$ cat src/rtl/gpio_edge_irq_pkg.sv
package gpio_edge_irq_pkg;
  localparam int BUS_W  = 32;
  localparam int ADDR_W = 2;
  localparam int MAX_PINS = 32;

  typedef enum logic [1:0] {
    TRIG_RISE  = 2'd0,
    TRIG_FALL  = 2'd1,
    TRIG_BOTH  = 2'd2,
    TRIG_LEVEL = 2'd3
  } trig_e;

  typedef enum logic [ADDR_W-1:0] {
    IDX_DATA = 2'd0,
    IDX_DIR  = 2'd1,
    IDX_EN   = 2'd2,
    IDX_CAP  = 2'd3
  } reg_idx_e;

  function automatic logic trig_is_edge(trig_e t);
    return t != TRIG_LEVEL;
  endfunction
endpackage

$ cat src/rtl/gpio_pin_sync.sv
module gpio_pin_sync #(
  parameter int W      = 32,
  parameter int STAGES = 2
) (
  input  logic         clk,
  input  logic         rst_n,
  input  logic [W-1:0] raw,
  output logic [W-1:0] synced,
  output logic [W-1:0] delayed
);
  localparam int DEPTH = STAGES + 1;

  logic [W-1:0] stage_q [DEPTH];

  always_ff @(posedge clk or negedge rst_n) begin
    if (!rst_n) begin
      for (int i = 0; i < DEPTH; i++) stage_q[i] <= '0;
    end else begin
      stage_q[0] <= raw;
      for (int i = 1; i < DEPTH; i++) stage_q[i] <= stage_q[i-1];
    end
  end

  assign synced  = stage_q[STAGES-1];
  assign delayed = stage_q[STAGES];
endmodule

$ cat src/rtl/gpio_capture.sv
module gpio_capture
  import gpio_edge_irq_pkg::*;
#(
  parameter int    W    = 32,
  parameter trig_e TRIG = TRIG_RISE
) (
  input  logic         clk,
  input  logic         rst_n,
  input  logic [W-1:0] now_lvl,
  input  logic [W-1:0] old_lvl,
  input  logic [W-1:0] clr_mask,
  output logic [W-1:0] hit,
  output logic [W-1:0] cap
);
  generate
    if (TRIG == TRIG_LEVEL) begin : g_level
      assign hit = '0;
      assign cap = '0;
    end else begin : g_edge
      logic [W-1:0] cap_q;
      if (TRIG == TRIG_RISE) begin : g_rise
        assign hit = now_lvl & ~old_lvl;
      end else if (TRIG == TRIG_FALL) begin : g_fall
        assign hit = ~now_lvl & old_lvl;
      end else begin : g_both
        assign hit = now_lvl ^ old_lvl;
      end

      always_ff @(posedge clk or negedge rst_n) begin
        if (!rst_n) cap_q <= '0;
        else        cap_q <= (cap_q & ~clr_mask) | hit;
      end
      assign cap = cap_q;
    end
  endgenerate
endmodule

$ cat src/rtl/gpio_ctrl_regs.sv
module gpio_ctrl_regs
  import gpio_edge_irq_pkg::*;
#(
  parameter int W = 32
) (
  input  logic              clk,
  input  logic              rst_n,
  input  logic              wr,
  input  logic [ADDR_W-1:0] idx,
  input  logic [W-1:0]      wval,
  output logic [W-1:0]      out_latch,
  output logic [W-1:0]      dir,
  output logic [W-1:0]      en,
  output logic [W-1:0]      cap_clr
);
  always_ff @(posedge clk or negedge rst_n) begin
    if (!rst_n) begin
      out_latch <= '0;
      dir       <= '0;
      en        <= '0;
    end else if (wr) begin
      case (reg_idx_e'(idx))
        IDX_DATA: out_latch <= wval;
        IDX_DIR:  dir       <= wval;
        IDX_EN:   en        <= wval;
        default:  ;
      endcase
    end
  end

  assign cap_clr = (wr && reg_idx_e'(idx) == IDX_CAP) ? wval : '0;
endmodule

$ cat src/rtl/gpio_edge_irq.sv
module gpio_edge_irq
  import gpio_edge_irq_pkg::*;
#(
  parameter int    NPINS = 32,
  parameter trig_e TRIG  = TRIG_RISE
) (
  input  logic              clk,
  input  logic              rst_n,
  input  logic              bus_wr,
  input  logic              bus_rd,
  input  logic [ADDR_W-1:0] bus_addr,
  input  logic [BUS_W-1:0]  bus_wdata,
  output logic [BUS_W-1:0]  bus_rdata,
  input  logic [NPINS-1:0]  pin_in,
  output logic [NPINS-1:0]  pin_out,
  output logic [NPINS-1:0]  pin_oe,
  output logic              irq
);
  localparam int SYNC_STAGES = 2;

  logic [NPINS-1:0] lvl_now, lvl_old;
  logic [NPINS-1:0] out_q, dir_q, mask_q, clr_vec;
  logic [NPINS-1:0] cap_q, edge_hit;
  logic [NPINS-1:0] data_view;
  logic [BUS_W-1:0] rd_word;
  logic             unused_wbits;

  assign unused_wbits = ^bus_wdata;

  gpio_pin_sync #(.W(NPINS), .STAGES(SYNC_STAGES)) u_sync (
    .clk(clk), .rst_n(rst_n), .raw(pin_in),
    .synced(lvl_now), .delayed(lvl_old)
  );

  gpio_ctrl_regs #(.W(NPINS)) u_regs (
    .clk(clk), .rst_n(rst_n), .wr(bus_wr), .idx(bus_addr),
    .wval(bus_wdata[NPINS-1:0]),
    .out_latch(out_q), .dir(dir_q), .en(mask_q), .cap_clr(clr_vec)
  );

  gpio_capture #(.W(NPINS), .TRIG(TRIG)) u_cap (
    .clk(clk), .rst_n(rst_n), .now_lvl(lvl_now), .old_lvl(lvl_old),
    .clr_mask(clr_vec), .hit(edge_hit), .cap(cap_q)
  );

  assign data_view = (lvl_now & ~dir_q) | (out_q & dir_q);

  always_comb begin
    rd_word = '0;
    case (reg_idx_e'(bus_addr))
      IDX_DATA: rd_word[NPINS-1:0] = data_view;
      IDX_DIR:  rd_word[NPINS-1:0] = dir_q;
      IDX_EN:   rd_word[NPINS-1:0] = mask_q;
      default:  rd_word[NPINS-1:0] = cap_q;
    endcase
  end

  always_ff @(posedge clk or negedge rst_n) begin
    if (!rst_n)      bus_rdata <= '0;
    else if (bus_rd) bus_rdata <= rd_word;
  end

  generate
    if (trig_is_edge(TRIG)) begin : g_irq_edge
      assign irq = |(cap_q & mask_q);
    end else begin : g_irq_level
      assign irq = |(data_view & mask_q);
    end
  endgenerate

  assign pin_out = out_q;
  assign pin_oe  = dir_q;
endmodule

$ cat config.mk
export PLATFORM = sky130hd
export DESIGN_NAME = gpio_edge_irq
export DESIGN_NICKNAME = d
export VERILOG_FILES = /design/src/rtl/gpio_edge_irq_pkg.sv /design/src/rtl/gpio_pin_sync.sv /design/src/rtl/gpio_capture.sv /design/src/rtl/gpio_ctrl_regs.sv /design/src/rtl/gpio_edge_irq.sv
export SDC_FILE = /design/constraint.sdc
export NUM_CORES = 1
export LEC_CHECK = 0
export CAP_MARGIN = 20
export CORE_MARGIN = 1.5
export CORE_UTILIZATION = 25
export CTS_CLUSTER_SIZE = 14
export DETAILED_ROUTE_END_ITERATION = 10
export PLACE_DENSITY = 0.55
export SYNTH_ARGS = -nofsm -noshare
export SYNTH_HDL_FRONTEND = slang
export SYNTH_SLANG_ARGS = --single-unit
export TNS_END_PERCENT = 20
$ cat constraint.sdc
create_clock -name clk -period 1.39 [get_ports clk]
set_input_delay 0.2085 -clock clk [delete_from_list [all_inputs] [get_ports clk]]
set_output_delay 0.2085 -clock clk [all_outputs]
set_load 0.01 [all_outputs]
# --- Yosys cells after proc, flatten, opt, wreduce, memory -nomap -nowiden ---
# Index checks and enable logic that the tools add are counted.
totals:
  input_bits: 70
  regBits: 256
op_classes:
  n_bitwise: 10
  n_reduce_logical: 6
  muxes: 2
  eq_ne: 3
ops:
  columns: ["cell", "count"]
  rows:
  - ["$and A32 B32 Y32", 5]
  - ["$not A32 Y32", 3]
  - ["$pmux W32 S3", 1]
  - ["$or A32 B32 Y32", 2]
  - ["$mux W32", 1]
  - ["$reduce_or A32 Y1", 1]
  - ["$reduce_and A2 Y1", 3]
  - ["$eq A2 B2 Y1 const B", 2]
  - ["$eq A2 B1 Y1 const B", 1]
  - ["$logic_not A2 Y1", 1]
  - ["$logic_and A1 B1 Y1", 1]

# --- Depth between registers and ports, before layout ---
# Gate-level depths: netlist of the first run.
depth:
  depth_word: 6
  ltp_mapped: 6

# --- Cells and area by module ---
# A second synthesis of the first run with hierarchy kept.
hier_totals:
  hier_cells: 865
  hier_area_um2: 11016.8
modules_own_cells:
  columns: ["mod", "cells_per_inst", "seq_area_each_um2", "instances", "area_per_inst_um2"]
  rows:
  - ["gpio_ctrl_regs", 240, 2402.3, 1, 3844.9]
  - ["gpio_pin_sync", 160, 2402.3, 1, 2882.8]
  - ["gpio_edge_irq", 337, 800.8, 1, 2687.6]
  - ["gpio_capture", 128, 800.8, 1, 1601.5]

# --- Worst setup path after synthesis of the first run ---
# No wires, ideal clock.
synth_path:
  kind: "reg2out"
  from: "register u_cap.g_edge.cap_q[19] (netlist: u_cap.cap[19])"
  to: "output port irq"
  slack_ns: -0.023
  stages_incl_launch_ff: 4
  t_arrival_ns: 1.204
  required_time_ns: 1.182
  path_cell_list: "dfrtp_1 > a22oi_1 > nand4_1 > or4_1"
synth_between:
  elab_chain_cells: 2
synth_rtl:
  columns: ["item", "line", "text"]
  rows:
  - ["start: declaration", "gpio_capture.sv:20", "logic [W-1:0] cap_q;"]
  - ["start signal: assignment", "gpio_capture.sv:31", "else cap_q <= (cap_q & ~clr_mask) | hit;"]
  - ["$and A32 B32 Y32", "gpio_edge_irq.sv:65", "assign irq = |(cap_q & mask_q);"]
  - ["$reduce_or A32 Y1", "gpio_edge_irq.sv:65", null]
  - ["end: declaration", "gpio_edge_irq.sv:17", "output logic irq"]
# No other way between the ends.

# --- Worst setup path after layout of the first run ---
layout_path:
  from: "register u_regs.en[21]"
  to: "output port irq"
layout_between:
  elab_chain_cells: 2
layout_rtl:
  columns: ["item", "line", "text"]
  rows:
  - ["start: declaration", "gpio_ctrl_regs.sv:13", "output logic [W-1:0] en,"]
  - ["start signal: assignment", "gpio_ctrl_regs.sv:25", "IDX_EN: en <= wval;"]
  - ["$and A32 B32 Y32", "gpio_edge_irq.sv:65", null]
  - ["$reduce_or A32 Y1", "gpio_edge_irq.sv:65", null]
# No other way between the ends.

==> metrics.md, run 1 <==
| Metric | Value |
|---|---|
| Final setup viols | 1 |
| Vias per inst | 4.36 |
| Vias | 6908 |
| Fin nets | 1107 |
| Primary FF master, synth | dfrtp_1 |
| CP Launch Point | u_regs.en[21] |
| Drt pass-1 iters | 4 |
| Critical path fanouts, max | 2 |
| Metal3 WL | 1.30 mm |
| Antenna violations before repair | 0 |
| Largest net degree at the start of global routing | 58 |
| Dominant cells by area after synthesis | dfrtp_1 64%, mux2_2 10%, a22o_1 2.8% |
| Num ports | 167 |
| CP max-delay cell | or4_4 |
| Worst Path Arrival | 1.99 ns |
| Comb power frac | 0.171 |
| Count of different cell masters after synthesis | 29 |
| Largest area contributor in the netlist | dfrtp_1 |
| Hold_sp | pin_in[9] |
| Slew Limit Fails | 0 |
| Port bufs | 166 |
| Sequential-to-total area share from yosys stat | 0.640 |
| Initial core utilization | 0.253 |
| Max Cap Viol | 0 |
| Placed instance area | 13000 um^2 |
| Top routing layer used | met4 |
| Metal1 wirelength | 14.3 mm |
| Buf/Inv on CP | 2 |
| Final hold viol count | 0 |
| Status | finished with violations |
| Clock network fraction of design power | 0.389 |
| Starting DRT DRC Count | 351 |
| Routed length on met2 | 13.8 mm |
| Multi-input gate area | 3180 um^2 |
| Worst-path clk slew | 0.06 ns |
| CTS sink count | 256 |
| Lkg Pwr | 6.11 nW |
| Failing checks | negative setup slack |
| Net count after synthesis | 841 |
| Pint | 15.2 mW |
| Seq pwr share | 0.440 |
| Post-synthesis cell area | 10000 um^2 |
| Worst-path cell chain | a22oi_2 > buf_4 > nand4_1 > or4_4 > buf_6 |
| Syn Inst Count | 771 |
| Post-synth top area share | 0.640 |
| Flops & latches, synth | 256 |
| Critical Path End Type | primary output |
| Worst path max stage delay | 0.50 ns |
| CP Class | flip-flop to primary output |
| DRC viols | 0 |
| H-tree levels | 1 |
| TritonCTS Buffers | 29 |
| # diodes | 0 |
| FP Rows | 73 |
| Worst EP required | 1.18 ns |
| Final hold slack | 0.105 ns |
| Die H | 203 um |
| Startpoint types | flip-flop |
| Overflow left after global routing | 0 |
| Final Worst Setup Slack | -0.810 ns |
| Actual slew at the worst max-slew pin | 0.337 ns |
| Tmin final | 2.20 ns |
| Final wirelength | 29.9 mm |
| Number of fill cells in the layout | 3997 |
| FMAX | 0.455 GHz |
| Commonest cells post-synth | 256 x dfrtp_1, 91 x mux2_2, 64 x inv_1 |
| Core Region | 39600 um^2 |
| DIE AREA | 41300 um^2 |
| Share of layout cells above drive strength 1 | 0.345 |
| RSZ-0062 raised after global routing | true |
| DIE WIDTH | 203 um |
| Post-Route Skew | 0.0107 ns |
| Count leader, synth | dfrtp_1 |
| Synth async-reset ratio | 1.00 |
| Area grow syn2layout | 36.8% |
| Max-slew headroom | 0.775 |
| Finished layout cell area | 13700 um^2 |
| Maximum vdd ir drop | 0.979 mV |
| Vias in the first global route | 7266 |
| Total track usage | 0.144 |
| NetSw | 5.37 mW |
| Dpl hpwl | 21.2 mm |
| Yosys Warn Count | 0 |
| Post-DRT Antenna Nets | 0 |
| First-pass GRT wire length | 45.8 mm |
| CTS Buffer Depth | 3 |
| Synth Area per Inst | 13.0 um^2 |
| PD cells | 1500 nW/um^2 |
| Final period utilization | 1.58 |
| CTS tree | done |
| Clock root buffer | clkbuf_16 |
| Type of the most critical hold path | primary input to flip-flop |
| Worst path top cell family by delay | simple AND/OR/NAND/NOR gates |
| DR WL/cell | 18.9 um |
| Worst-Skew Late Latency | 0.54 ns |
| Post-synth EDFFs | 0 |
| RR Startpoint | u_regs.dir[1] |
| Total area of sequential cells | 6410 um^2 |
| Gp weighted congestion | 0.778 |
| Sw Ratio | 0.261 |
[sequential cells by signal, summed over array words and instances, names as in the netlist]
name,cells
u_regs.dir,32
u_regs.out_latch,32
u_sync.synced,32
u_sync.delayed,32
u_sync.stage_q,32
u_cap.cap,32
bus_rdata,32
u_regs.en,32
[what timing repair did]
item                                    4_1_cts  5_1_grt
cloned                                        0        1
endpoints found under the hold margin       256        0
pin swaps                                     2        2
resized for setup                           383       12
endpoints found under the setup margin       97       36
hold buffers                                  1        0
setup buffers                                 7        3
[layout make-up]
class,instances,area share
inverter,64,0.0175
tap,525,0.0480
timing repair buffer,276,0.162
clock inverter,8,0.0107
sequential,256,0.468
clock buffer,45,0.0625
multi-input combinational,410,0.232
[power by group through the flow]
stage	Clock, mW	Sequential, mW	Combinational (mW)
after CTS	8.23	9.06	3.56
final	7.99	9.05	3.51
after global routing	8.52	9.18	3.82
after global placement	0	9.18	3.92
after detailed placement	0	9.22	3.92
after floorplan	0	9.23	1.33
[cells by family (layout without fill, tap and decap cells)]
kind of cell | after synthesis | in the layout | synth area share
flops | 256 | 256 | 0.640
simple gates | 170 | 170 | 0.106
buf+inv | 105 | 393 | 0.0460
compound gates | 144 | 144 | 0.100
mux | 96 | 96 | 0.108
[path summary, 6_finish.rpt]
kind,endpoint,slack (ns),depth (start not counted)
max reg2reg,bus_rdata[1],0.08,4
max,irq,-0.81,5
min,u_sync.stage_q[73],0.10,1
max in group asynchronous,u_sync.synced[21],0.68,3
min in group asynchronous,bus_rdata[5],0.14,2
min reg2reg,u_sync.synced[28],0.34,0
[cell usage in the layout, fill, tap and decap left out, types with 2 or more instances in the layout]
master and instances:
mux2_2 91, buf_4 95, o32ai_1 32, a22oi_2 5
or2b_1 2, buf_2 95, clkbuf_2 2, nor2b_1 32
clkinv_2 2, a22oi_1 11, inv_1 64, clkbuf_1 9
or3b_2 9, dfrtp_1 256, a22o_1 32, nand2_1 32
buf_12 15, clkdlybuf4s50_1 64, bufinv_16 4, clkbuf_8 7
o21ai_0 32, nand4_1 4, clkbuf_16 30, a21oi_1 32
mux2_1 5, nand2b_1 30, or3b_1 23, nor3_1 32
[layer usage]
| layer | global-route usage | vias to the layer above |
|---|---|---|
| li1 | - | 3244 |
| met1 | 0.206 | 3488 |
| met2 | 0.226 | 143 |
| met3 | 0.0258 | 33 |
| met4 | 0.0317 | 0 |
| met5 | 0 | - |
[stage by stage]
step | utilization | total power, mW | cells | TNS (ns) | setup WS, ns
2_1_floorplan | - | 10.6 | 771 | 0 | 0.00189
3_3_place_gp | 0.328 | 13.1 | 1519 | -44.70 | -0.713
3_5_place_dp | 0.328 | 13.1 | 1519 | -44.44 | -0.713
4_1_cts | 0.345 | 20.9 | 1580 | -0.865 | -0.865
5_1_grt | 0.345 | 21.5 | 1584 | -0.917 | -0.917
6_report | 0.345 | 20.6 | 1584 | -0.810 | -0.810
(Power assumes the default switching activity.)
==> run 2, diff against run 1 <==
--- a/config.mk
+++ b/config.mk
@@ -10,7 +10,7 @@
 export CORE_UTILIZATION = 25
 export CTS_CLUSTER_SIZE = 14
 export DETAILED_ROUTE_END_ITERATION = 10
-export PLACE_DENSITY = 0.55
+export PLACE_DENSITY = 0.54
 export SYNTH_ARGS = -nofsm -noshare
 export SYNTH_HDL_FRONTEND = slang
 export SYNTH_SLANG_ARGS = --single-unit
==> constraint.sdc (replaced) <==
create_clock -name clk -period 2.6 [get_ports clk]
set_input_delay 0.39 -clock clk [delete_from_list [all_inputs] [get_ports clk]]
set_output_delay 0.39 -clock clk [all_outputs]
set_load 0.01 [all_outputs]
==> metrics.md, run 2 (synthesis results as in run 1) <==
| Metric | Value |
|---|---|
| Worst-path clk slew | 0.06 ns (about the same) |
| Area grow syn2layout | 32.7% |
| Critical path fanouts, max | 3 (+1) |
| Final hold slack | 0.259 ns (+0.154 ns) |
| Worst-Skew Late Latency | 0.57 ns (+0.03 ns) |
| Finished layout cell area | 13300 um^2 (-3.0%) |
| Vias in the first global route | 7097 (-2.3%) |
| Startpoint types | flip-flop |
| CTS Buffer Depth | 3 (unchanged) |
| H-tree levels | 1 (unchanged) |
| TritonCTS Buffers | 29 (unchanged) |
| Final wirelength | 29.2 mm (-2.2%) |
| Total area of sequential cells | 6410 um^2 (unchanged) |
| Overflow left after global routing | 0 (unchanged) |
| Lkg Pwr | 5.57 nW (-8.8%) |
| Final setup viols | 0 (-1) |
| Status | finished clean |
| Max Cap Viol | 0 (unchanged) |
| Fin nets | 1015 (-8.3%) |
| Starting DRT DRC Count | 315 (-10%) |
| Non-Filler Instances | 1493 (-5.7%) |
| Multi-input gate area | 3180 um^2 (+0.20%) |
| Dpl hpwl | 20.4 mm (-3.7%) |
| DIE WIDTH | 203 um (unchanged) |
| Actual slew at the worst max-slew pin | 0.491 ns (+0.154 ns) |
| Core Region | 39600 um^2 (unchanged) |
| FP Rows | 73 (unchanged) |
| Post-Route Skew | 0.0150 ns (+0.00425 ns) |
| Initial core utilization | 0.253 (unchanged) |
| Vias per inst | 4.50 (+3.1%) |
| Vias | 6715 (-2.8%) |
| PD cells | 802 nW/um^2 (-47%) |
| RSZ-0062 raised after global routing | false |
| Pre-CTS WS | 0.266 ns (+0.979 ns) |
| Total track usage | 0.142 (-0.00145) |
| Critical Path End Type | primary output |
| Placed cells | 1438 (-5.3%) |
| Num ports | 167 (unchanged) |
| Gp weighted congestion | 0.766 (-1.5%) |
| FMAX | 0.397 GHz |
| Tmin final | 2.52 ns |
| Share of layout cells above drive strength 1 | 0.185 (-0.160) |
| Final hold viol count | 0 (unchanged) |
| Type of the most critical hold path | primary input to flip-flop |
| Worst Path Arrival | 2.13 ns (+0.14 ns) |
| Final period utilization | 0.968 |
| Worst EP required | 2.21 ns (+1.03 ns) |
| Post-DRT Antenna Nets | 0 (unchanged) |
| DIE AREA | 41300 um^2 (unchanged) |
| Maximum vdd ir drop | 0.504 mV (-49%) |
| Number of fill cells in the layout | 3968 (-0.73%) |
| Largest net degree at the start of global routing | 65 (+12%) |
| Die H | 203 um (unchanged) |
| Clock root buffer | clkbuf_16 |
| Antenna violations before repair | 1 (+1) |
| Tot Pwr | 10.7 mW (-48%) |
| First-pass GRT wire length | 44.7 mm (-2.4%) |
| Port bufs | 166 (unchanged) |
| Most frequent cells in the layout | 256 x dfrtp_1, 161 x clkdlybuf4s50_1, 91 x mux2_2 |
| Most common cell after layout, fill and taps aside | dfrtp_1 |
| Placed instance area | 12300 um^2 (-5.4%) |
| CTS tree | done |
| CP Class | flip-flop to primary output |
| CTS sink count | 256 (unchanged) |
| # diodes | 0 (unchanged) |
| DRC viols | 0 (unchanged) |
| Final Worst Setup Slack | 0.0833 ns (+0.893 ns) |
| Slew Limit Fails | 0 (unchanged) |
| Final setup TNS | 0 ns (+0.810 ns) |
| Max-slew headroom | 0.672 (-0.103) |
| Fin util | 0.335 (-0.0104) |
| DR WL/cell | 19.6 um (+3.8%) |
| Drt pass-1 iters | 7 (+3) |
run 2: changes by cell type in the layout (fill, tap and decap cells not counted), sizes merged:
cell / previous run / this run
clkinv: 3 / 6
inv: 64 / 66
clkbuf: 48 / 44
dlymetal6s2s: 1 / 0
clkinvlp: 1 / 2
buf: 207 / 21
bufinv: 4 / 0
clkdlybuf4s50: 64 / 161
clkdlybuf4s15: 0 / 1
run 2: layout make-up:
class / count / area share
Inverter: 64 / 0.0181
Timing Repair Buffer: 184 / 0.142
Sequential cell: 256 / 0.482
Multi-Input combinational cell: 410 / 0.240
Clock inverter: 10 / 0.00556
Tap cell: 525 / 0.0495
Clock buffer: 44 / 0.0634
run 2: path summary, 6_finish.rpt:
| path | startpoint | depth (start not counted) | to | slack (ns) |
|---|---|---|---|---|
| max | u_cap.cap[17] | 4 | irq | 0.08 |
| min | pin_in[9] | 1 | u_sync.stage_q[73] | 0.26 |
| max reg2reg | u_regs.dir[0] | 3 | bus_rdata[0] | 1.35 |
| min reg2reg | u_sync.stage_q[81] | 0 | u_sync.synced[17] | 0.35 |
| max in group asynchronous | rst_n | 3 | u_regs.out_latch[12] | 1.46 |
| min in group asynchronous | rst_n | 2 | u_sync.stage_q[93] | 0.36 |
run 2: worst max-delay path, cell delays in order (launching register included):
cell	delay, ns
dfrtp_1	0.40
a22oi_1	0.23
nand4_1	0.14
or4_1	0.52
clkdlybuf4s15_2	0.27
run 2: layer usage:
layer | vias up | GRT usage | part of all wire
li1 | 3056 | - | -
met1 | 3445 | 0.194 | 0.46
met2 | 176 | 0.223 | 0.46
met3 | 38 | 0.0356 | 0.060
met4 | 0 | 0.0415 | 0.023
met5 | - | 0 | 0
run 2: repair_timing:
action,CTS,global route
hold buffers,1,0
endpoints found under the hold margin,51,0
resized for setup,9,1
pin swaps,0,0
endpoints found under the setup margin,1,1
buffers inserted,0,0
run 2: power breakdown:
part           leakage [nW]  switching [mW]  internal [mW]  total [mW]
Clock                 0.449            1.67           2.24        3.92
Combinational          2.17           0.799           1.05        1.85
Sequential             2.95           0.409           4.48        4.89
==> run 3, diff against run 2 <==
--- a/config.mk
+++ b/config.mk
@@ -5,7 +5,6 @@
 export SDC_FILE = /design/constraint.sdc
 export NUM_CORES = 1
 export LEC_CHECK = 0
-export CAP_MARGIN = 20
 export CORE_MARGIN = 1.5
 export CORE_UTILIZATION = 25
 export CTS_CLUSTER_SIZE = 14
==> results of run 3 <==
The final DEF is identical to that of run 2; final timing and power are the same.
